[src/rtl/divs_pkg.sv]
package divs_pkg;

  typedef enum logic [1:0] {
    ST_IDLE = 2'd0,
    ST_RUN  = 2'd1,
    ST_FIX  = 2'd2
  } divs_state_e;

  // Per-operation control captured at acceptance
  typedef struct packed {
    logic sgn;      // signed operation
    logic q_neg;    // quotient must be negated
    logic r_neg;    // remainder must be negated
    logic pre_ovf;  // overflow known before iterating
  } divs_ctl_t;

endpackage

[src/rtl/divs_prep.sv]
module divs_prep
  import divs_pkg::*;
#(
  parameter int W = 16
) (
  input  logic [W-1:0]   hi_i,
  input  logic [W-1:0]   lo_i,
  input  logic [W-1:0]   dvs_i,
  input  logic           sgn_i,
  input  logic           wide_i,
  output logic [2*W-1:0] num_mag_o,
  output logic [W-1:0]   dvs_mag_o,
  output divs_ctl_t      ctl_o
);

  localparam int DW = 2 * W;

  logic [DW-1:0] num_raw;
  logic          num_sgn;
  logic          dvs_sgn;
  logic          dvs_zero;

  // Narrow dividends are extended according to the arithmetic mode
  always_comb begin
    if (wide_i) begin
      num_raw = {hi_i, lo_i};
    end else if (sgn_i) begin
      num_raw = {{W{lo_i[W-1]}}, lo_i};
    end else begin
      num_raw = {{W{1'b0}}, lo_i};
    end
  end

  assign num_sgn   = sgn_i & num_raw[DW-1];
  assign dvs_sgn   = sgn_i & dvs_i[W-1];
  assign dvs_zero  = (dvs_i == '0);

  assign num_mag_o = num_sgn ? (~num_raw + 1'b1) : num_raw;
  assign dvs_mag_o = dvs_sgn ? (~dvs_i + 1'b1) : dvs_i;

  always_comb begin
    ctl_o.sgn     = sgn_i;
    ctl_o.q_neg   = num_sgn ^ dvs_sgn;
    ctl_o.r_neg   = num_sgn;
    ctl_o.pre_ovf = dvs_zero | (num_mag_o[DW-1:W] >= dvs_mag_o);
  end

endmodule

[src/rtl/divs_step.sv]
module divs_step #(
  parameter int W = 16
) (
  input  logic [W-1:0] rem_i,
  input  logic [W-1:0] shq_i,
  input  logic [W-1:0] dvs_i,
  output logic [W-1:0] rem_o,
  output logic [W-1:0] shq_o
);

  logic [W:0]   trial;
  logic [W+1:0] diff;
  logic         take;

  // One restoring step: shift in the next dividend bit, try to subtract
  assign trial = {rem_i, shq_i[W-1]};
  assign diff  = {1'b0, trial} - {2'b00, dvs_i};
  assign take  = ~diff[W+1];

  assign rem_o = take ? diff[W-1:0] : trial[W-1:0];
  assign shq_o = {shq_i[W-2:0], take};

endmodule

[src/rtl/divs_fix.sv]
module divs_fix
  import divs_pkg::*;
#(
  parameter int W = 16
) (
  input  logic [W-1:0] qmag_i,
  input  logic [W-1:0] rmag_i,
  input  divs_ctl_t    ctl_i,
  output logic [W-1:0] quot_o,
  output logic [W-1:0] rem_o,
  output logic         ovf_o
);

  localparam logic [W-1:0] NEG_LIM = {1'b1, {(W-1){1'b0}}};

  logic range_bad;

  // Signed quotients must fit the two's-complement range of W bits
  always_comb begin
    if (!ctl_i.sgn) begin
      range_bad = 1'b0;
    end else if (ctl_i.q_neg) begin
      range_bad = (qmag_i > NEG_LIM);
    end else begin
      range_bad = qmag_i[W-1];
    end
  end

  assign ovf_o  = ctl_i.pre_ovf | range_bad;
  assign quot_o = ctl_i.q_neg ? (~qmag_i + 1'b1) : qmag_i;
  assign rem_o  = ctl_i.r_neg ? (~rmag_i + 1'b1) : rmag_i;

endmodule

[src/rtl/intdiv_serial.sv]
module intdiv_serial
  import divs_pkg::*;
#(
  parameter int W = 16
) (
  input  logic         clk,
  input  logic         rst_n,
  input  logic         start_i,
  input  logic         sgn_i,
  input  logic         wide_i,
  input  logic [W-1:0] dvd_hi_i,
  input  logic [W-1:0] dvd_lo_i,
  input  logic [W-1:0] dvs_i,
  output logic         busy_o,
  output logic         done_o,
  output logic [W-1:0] quot_o,
  output logic [W-1:0] rem_o,
  output logic         ovf_o
);

  localparam int            CW   = $clog2(W);
  localparam logic [CW-1:0] LAST = CW'(W - 1);
  localparam int            LW   = $clog2(W + 2) + 1;
  localparam logic [LW-1:0] LAT  = LW'(W + 1);

  // Reset: asserted asynchronously, released on a clock edge
  logic [1:0] rst_pipe;
  logic       rst_sync_n;

  always_ff @(posedge clk or negedge rst_n) begin
    if (!rst_n) rst_pipe <= 2'b00;
    else        rst_pipe <= {rst_pipe[0], 1'b1};
  end
  assign rst_sync_n = rst_pipe[1];

  // Operand conditioning
  logic [2*W-1:0] num_mag;
  logic [W-1:0]   dvs_mag;
  divs_ctl_t      ctl_in;

  divs_prep #(.W(W)) u_prep (
    .hi_i      (dvd_hi_i),
    .lo_i      (dvd_lo_i),
    .dvs_i     (dvs_i),
    .sgn_i     (sgn_i),
    .wide_i    (wide_i),
    .num_mag_o (num_mag),
    .dvs_mag_o (dvs_mag),
    .ctl_o     (ctl_in)
  );

  // State and datapath registers
  divs_state_e state_q, state_d;
  logic [CW-1:0] cnt_q, cnt_d;
  logic [W-1:0]  rem_q, rem_d;
  logic [W-1:0]  shq_q, shq_d;
  logic [W-1:0]  dvs_q, dvs_d;
  divs_ctl_t     ctl_q, ctl_d;
  logic          done_q, done_d;
  logic [W-1:0]  quot_q, remo_q;
  logic          ovf_q;
  logic          accept;
  logic          dp_en;
  logic          out_en;

  logic [W-1:0]  step_rem, step_shq;
  logic [W-1:0]  fix_q, fix_r;
  logic          fix_ovf;

  divs_step #(.W(W)) u_step (
    .rem_i (rem_q),
    .shq_i (shq_q),
    .dvs_i (dvs_q),
    .rem_o (step_rem),
    .shq_o (step_shq)
  );

  divs_fix #(.W(W)) u_fix (
    .qmag_i (shq_q),
    .rmag_i (rem_q),
    .ctl_i  (ctl_q),
    .quot_o (fix_q),
    .rem_o  (fix_r),
    .ovf_o  (fix_ovf)
  );

  assign accept = (state_q == ST_IDLE) && start_i;
  assign dp_en  = accept || (state_q == ST_RUN);
  assign out_en = (state_q == ST_FIX);

  // Next-state logic
  always_comb begin
    state_d = state_q;
    cnt_d   = cnt_q;
    rem_d   = rem_q;
    shq_d   = shq_q;
    dvs_d   = dvs_q;
    ctl_d   = ctl_q;
    done_d  = 1'b0;
    case (state_q)
      ST_IDLE: begin
        if (start_i) begin
          state_d = ST_RUN;
          cnt_d   = '0;
          rem_d   = num_mag[2*W-1:W];
          shq_d   = num_mag[W-1:0];
          dvs_d   = dvs_mag;
          ctl_d   = ctl_in;
        end
      end
      ST_RUN: begin
        rem_d = step_rem;
        shq_d = step_shq;
        cnt_d = cnt_q + 1'b1;
        if (cnt_q == LAST) state_d = ST_FIX;
      end
      ST_FIX: begin
        state_d = ST_IDLE;
        done_d  = 1'b1;
      end
      default: state_d = ST_IDLE;
    endcase
  end

  // Control registers
  always_ff @(posedge clk or negedge rst_sync_n) begin
    if (!rst_sync_n) begin
      state_q <= ST_IDLE;
      cnt_q   <= '0;
      done_q  <= 1'b0;
    end else begin
      state_q <= state_d;
      cnt_q   <= cnt_d;
      done_q  <= done_d;
    end
  end

  // Datapath registers, enabled on acceptance and iteration
  always_ff @(posedge clk or negedge rst_sync_n) begin
    if (!rst_sync_n) begin
      rem_q <= '0;
      shq_q <= '0;
      dvs_q <= '0;
      ctl_q <= '0;
    end else if (dp_en) begin
      rem_q <= rem_d;
      shq_q <= shq_d;
      dvs_q <= dvs_d;
      ctl_q <= ctl_d;
    end
  end

  // Result registers, enabled in the sign-fix cycle
  always_ff @(posedge clk or negedge rst_sync_n) begin
    if (!rst_sync_n) begin
      quot_q <= '0;
      remo_q <= '0;
      ovf_q  <= 1'b0;
    end else if (out_en) begin
      quot_q <= fix_q;
      remo_q <= fix_r;
      ovf_q  <= fix_ovf;
    end
  end

  assign busy_o = (state_q != ST_IDLE);
  assign done_o = done_q;
  assign quot_o = quot_q;
  assign rem_o  = remo_q;
  assign ovf_o  = ovf_q;

  // Latency observer for the timing property
  logic [LW-1:0] lat_q;
  always_ff @(posedge clk or negedge rst_sync_n) begin
    if (!rst_sync_n)  lat_q <= '0;
    else if (accept)  lat_q <= '0;
    else if (busy_o)  lat_q <= lat_q + 1'b1;
  end

  p_start_busy_r6: assert property (@(posedge clk) disable iff (!rst_sync_n)
    (start_i && !busy_o) |=> busy_o);

  p_ignore_start_r7: assert property (@(posedge clk) disable iff (!rst_sync_n)
    busy_o |=> ($stable(dvs_q) && $stable(ctl_q)));

  p_done_pulse_r5: assert property (@(posedge clk) disable iff (!rst_sync_n)
    done_o |=> !done_o);

  p_latency_r5: assert property (@(posedge clk) disable iff (!rst_sync_n)
    done_o |-> (lat_q == LAT));

  p_done_idle_r6: assert property (@(posedge clk) disable iff (!rst_sync_n)
    done_o |-> !busy_o);

  p_hold_r10: assert property (@(posedge clk) disable iff (!rst_sync_n)
    (!$stable(quot_o) || !$stable(rem_o) || !$stable(ovf_o)) |-> done_o);

  p_divzero_r8: assert property (@(posedge clk) disable iff (!rst_sync_n)
    (done_o && (dvs_q == '0)) |-> ovf_o);

  p_rem_bound_r2: assert property (@(posedge clk) disable iff (!rst_sync_n)
    ((state_q == ST_RUN) && !ctl_q.pre_ovf) |-> (rem_q < dvs_q));

endmodule

[config.mk]
export PLATFORM = sky130hd
export DESIGN_NAME = intdiv_serial
export DESIGN_NICKNAME = d
export VERILOG_FILES = /design/src/rtl/divs_pkg.sv /design/src/rtl/divs_prep.sv /design/src/rtl/divs_step.sv /design/src/rtl/divs_fix.sv /design/src/rtl/intdiv_serial.sv
export SDC_FILE = /design/constraint.sdc
export NUM_CORES = 1
export LEC_CHECK = 0
export BUFFER_PORTS_ARGS = -buffer_cell sky130_fd_sc_hd__buf_2
export CAP_MARGIN = 20
export CORE_MARGIN = 4
export CORE_UTILIZATION = 40
export DETAILED_ROUTE_END_ITERATION = 8
export PLACE_DENSITY = 0.67
export SLEW_MARGIN = 20
export SYNTH_ARGS = -nofsm -noshare
export SYNTH_HDL_FRONTEND = slang
export SYNTH_HIERARCHICAL = 1
export SYNTH_SLANG_ARGS = --single-unit
[constraint.sdc]
create_clock -name clk -period 7.9 [get_ports clk]
set_input_delay 0.79 -clock clk [delete_from_list [all_inputs] [get_ports clk]]
set_output_delay 0.79 -clock clk [all_outputs]
set_load 0.03 [all_outputs]
==> metrics.md <==
| Metric | Value |
|---|---|
| Status | finished, final reports clean |
| Worst Path Max Fanout | 26 |
| Cts hold-fix bufs | 0 |
| Final hold vios | 0 |
| Drt first pass iters | 6 |
| Setup tns final | 0 ns |
| Initial core utilization | 40.8% |
| Die height | 146 um |
| Minimum clock period | 3.76 ns |
| CTS H-Tree Depth | 3 |
| Layout Cells excl Fill | 1,129 |
| CP Data Arrival Time | 4.00 ns |
| HPWL after DPL | 14.8 mm |
| Number of setup buffers added after CTS | 0 |
| Routed WL | 19.8 mm |
| Final core area utilization | 44.8% |
| Critical setup path kind | in2reg |
| Number of global-route vias before repair | 6,145 |
| FF+latch count, synth | 94 |
| Max Freq | 0.266 GHz |
| CP startpoint kind | input port |
| Worst min path class | reg2async |
| Routed WL per cell | 17.5 um |
| Pin count of the biggest net entering global routing | 85 |
| CTS resizes | 0 |
| IO Port Bufs | 87 |
| Die W | 146 um |
| Distinct cell type count after synthesis | 72 |
| First DRT Iteration DRCs | 426 |
| DRC violations left | 0 |
| Worst R2R End | rem_q[2] |
| Root buffer cell | clkbuf_16 |
| Cell Rows | 50 |
| Final setup viols | 0 |
| Max-slew headroom | 26.6% |
| I/O pin count | 88 |
| EDFF count, synth | 0 |
| CTS tree | built |
| Slew @ Worst Pin | 1.10 ns |
| Clock Sinks | 94 |
| Post-layout nets | 981 |
| Critical Path Max Stage Delay | 0.49 ns |
| Clock slew at reported path FFs | 0.07 ns |
| Unrepaired setup endpoints after global routing | false |
| Final antenna-violating net count | 0 |
| Worst Path Required | 8.13 ns |
| Mapped Nets | 939 |
| Core Region | 18,800 sq um |
| Pwr dens | 418 nW/um^2 |
| P&R area growth vs syn | 9.65% |
| Gr usage total | 18.2% |
| CP cell instances | buf_2, mux2i_1, nand2b_1, inv_1, nand2_1, xor2_1, ha_1, a21o_1, a21oi_1, o31ai_1, o21ai_0, o211ai_1, mux2_2 |
| Ys Warns | 6 |
| Critical path's slowest cell | nand2b_1 |
| Die footprint | 21,400 sq um |
| Antenna violations before repair | 0 |
| Vias | 6,392 |
| Gp weighted congestion | 0.891 |
| Final worst-path cycle share | 47.7% |
| Most used flip-flop cell after synthesis | dfrtp_1 |
| Setup WS pre-CTS | 3.81 ns |
| R2R Setup Slk | 4.52 ns |
| CP Capture Point | ctl_q[0] |
| Post-Syn Area | 7660 sq um |
| Avg Cell Area, Syn | 9.03 sq um |
| First-pass GRT wire length | 32.1 mm |
| Number of max-cap violations | 0 |
| Antenna Cells | 0 |
| Clock skew | 0.00549 ns |
| CTS Buf Count | 9 |
| Reg2Reg Launch Point | rem_q[2] |
| Pins over their slew limit | 0 |
| FF-to-FF path depth | 9 |
| Post-route setup slack | 4.14 ns |
| Critical Path End Type | flop |
| Remaining global-route overflow | 0 |
| Cells after Synth | 848 |
| Sequential area share after synthesis | 30.7% |
| Crit path from | wide_i |
| Lkg Pwr | 3.79 nW |
| Skew-Pair Late Insertion Delay | 0.35 ns |
| Layout cells sized above 1 | 22.0% |
| Vias per inst | 5.66 |
| Maximum vdd drop | 0.000167 V |
| Max clock buf depth | 2 |
| Dpl cells | 1,113 |
| Post-synth ARST share | 100% |
[where the power goes]
| group | switching (mW) | internal, mW |
|---|---|---|
| registers | 0.275 | 0.690 |
| clock network | 0.189 | 0.278 |
| logic | 1.10 | 0.981 |
| total | 1.56 | 1.95 |
[flip-flops by register name, indices dropped and copies added (netlist names)]
register	flops
dvs_q	16
quot_o	16
rem_o	16
rem_q	16
shq_q	16
cnt_q	4
ctl_q	4
rst_pipe	2
state_q	2
done_o	1
ovf_o	1
[layer usage]
metal / part of all wire, % / GRT usage (%) / up-vias
li1: - / - / 3109
met1: 44 / 24.1 / 3076
met2: 49 / 30.4 / 176
met3: 4.6 / 3.85 / 31
met4: 2.2 / 4.84 / 0
met5: 0 / 0 / -
[critical path, delay by kind of cell]
kind / cells / cell delay [ns]
multiplexers: 2 / 0.58
AND/OR/NAND/NOR: 2 / 0.66
AO/OA/AOI/OAI: 5 / 0.72
adder cells (fa/ha/maj): 1 / 0.27
buffers and inverters: 2 / 0.76
XOR/XNOR: 1 / 0.21
[per-stage QoR]
stage | power, mW | hold WS (ns) | cell area, sq um
finish | 3.51 | 0.136 | 8400
floorplan | 2.63 | 0.331 | 7660
global route | 3.82 | 0.155 | 8400
CTS | 3.51 | 0.139 | 8400
detailed placement | 3.03 | 0.132 | 8080
global placement | 2.99 | 0.133 | 8080
[cell families (layout without fill, tap and decap cells)]
| group | after synthesis | after routing | share of synthesized area, % |
|---|---|---|---|
| fa+ha+maj | 38 | 38 | 6.30 |
| compound gates | 239 | 239 | 20.2 |
| flops | 94 | 94 | 30.7 |
| other cells | 1 | 1 | 0.0489 |
| simple gates | 217 | 217 | 15.4 |
| mux | 76 | 76 | 11.4 |
| xor+xnor | 80 | 80 | 9.15 |
| buf+inv | 103 | 150 | 6.83 |
[layout by cell type (no fill, tap or decap), types with 4 or more instances in the layout]
master,Yosys,layout
or4_1,4,4
buf_4,25,4
dfrtp_1,94,93
nor3_1,12,12
and2_1,6,6
clkbuf_16,0,9
mux2_4,7,7
xor2_1,24,24
o41ai_1,7,7
a21oi_1,67,67
o21ai_0,57,57
nor2b_1,37,34
mux2_2,59,59
buf_2,13,87
or3_1,6,6
nand4_1,6,6
nor2_1,47,47
a22oi_1,32,32
xnor2_1,56,56
nor4_1,6,6
o21a_1,4,4
a211oi_1,6,6
nand2_1,43,43
inv_1,42,42
mux2i_1,8,8
nand2b_1,10,10
and3_1,5,5
o21ai_1,7,7
o31ai_1,17,17
nand3_1,16,16
ha_1,37,37
a31oi_1,4,4
a21o_1,13,13
[cell usage after synthesis (10+ instances only)]
library cell	n	area (sq um)
buf_4	25	188
nand3_1	16	80.1
ha_1	37	463
inv_1	42	158
xor2_1	24	210
a22oi_1	32	240
buf_2	13	65.1
mux2_2	59	664
o21ai_0	57	285
nand2_1	43	161
clkbuf_1	18	67.6
xnor2_1	56	490
a21oi_1	67	335
dfrtp_1	94	2350
nor2b_1	37	231
nand2b_1	10	62.6
nor3_1	12	60.1
nor2_1	47	176
a21o_1	13	97.6
o31ai_1	17	128
[worst min path at each step]
stage / from / endpoint / slack [ns] / cells after the start
final: rst_pipe[1] / quot_o[0] / 0.14 / 0
after global routing: rst_pipe[1] / quot_o[0] / 0.16 / 0
after CTS: rst_pipe[1] / quot_o[0] / 0.14 / 0
after detailed placement: rst_pipe[1] / quot_o[0] / 0.13 / 0
after global placement: rst_pipe[1] / quot_o[0] / 0.13 / 0
after floorplan: rst_pipe[0] / rst_pipe[1] / 0.33 / 0
[cell type report]
cell class              count  area (sq um)
inverters                  42           158
well taps                 234           293
flip-flops and latches     94          2360
repair buffers             92           477
fillers                  1850         10400
multi-input cells         651          4800
clock inverters             5          81.3
clock buffers              11           233
No activity file was read; power rests on OpenSTA's default activity.
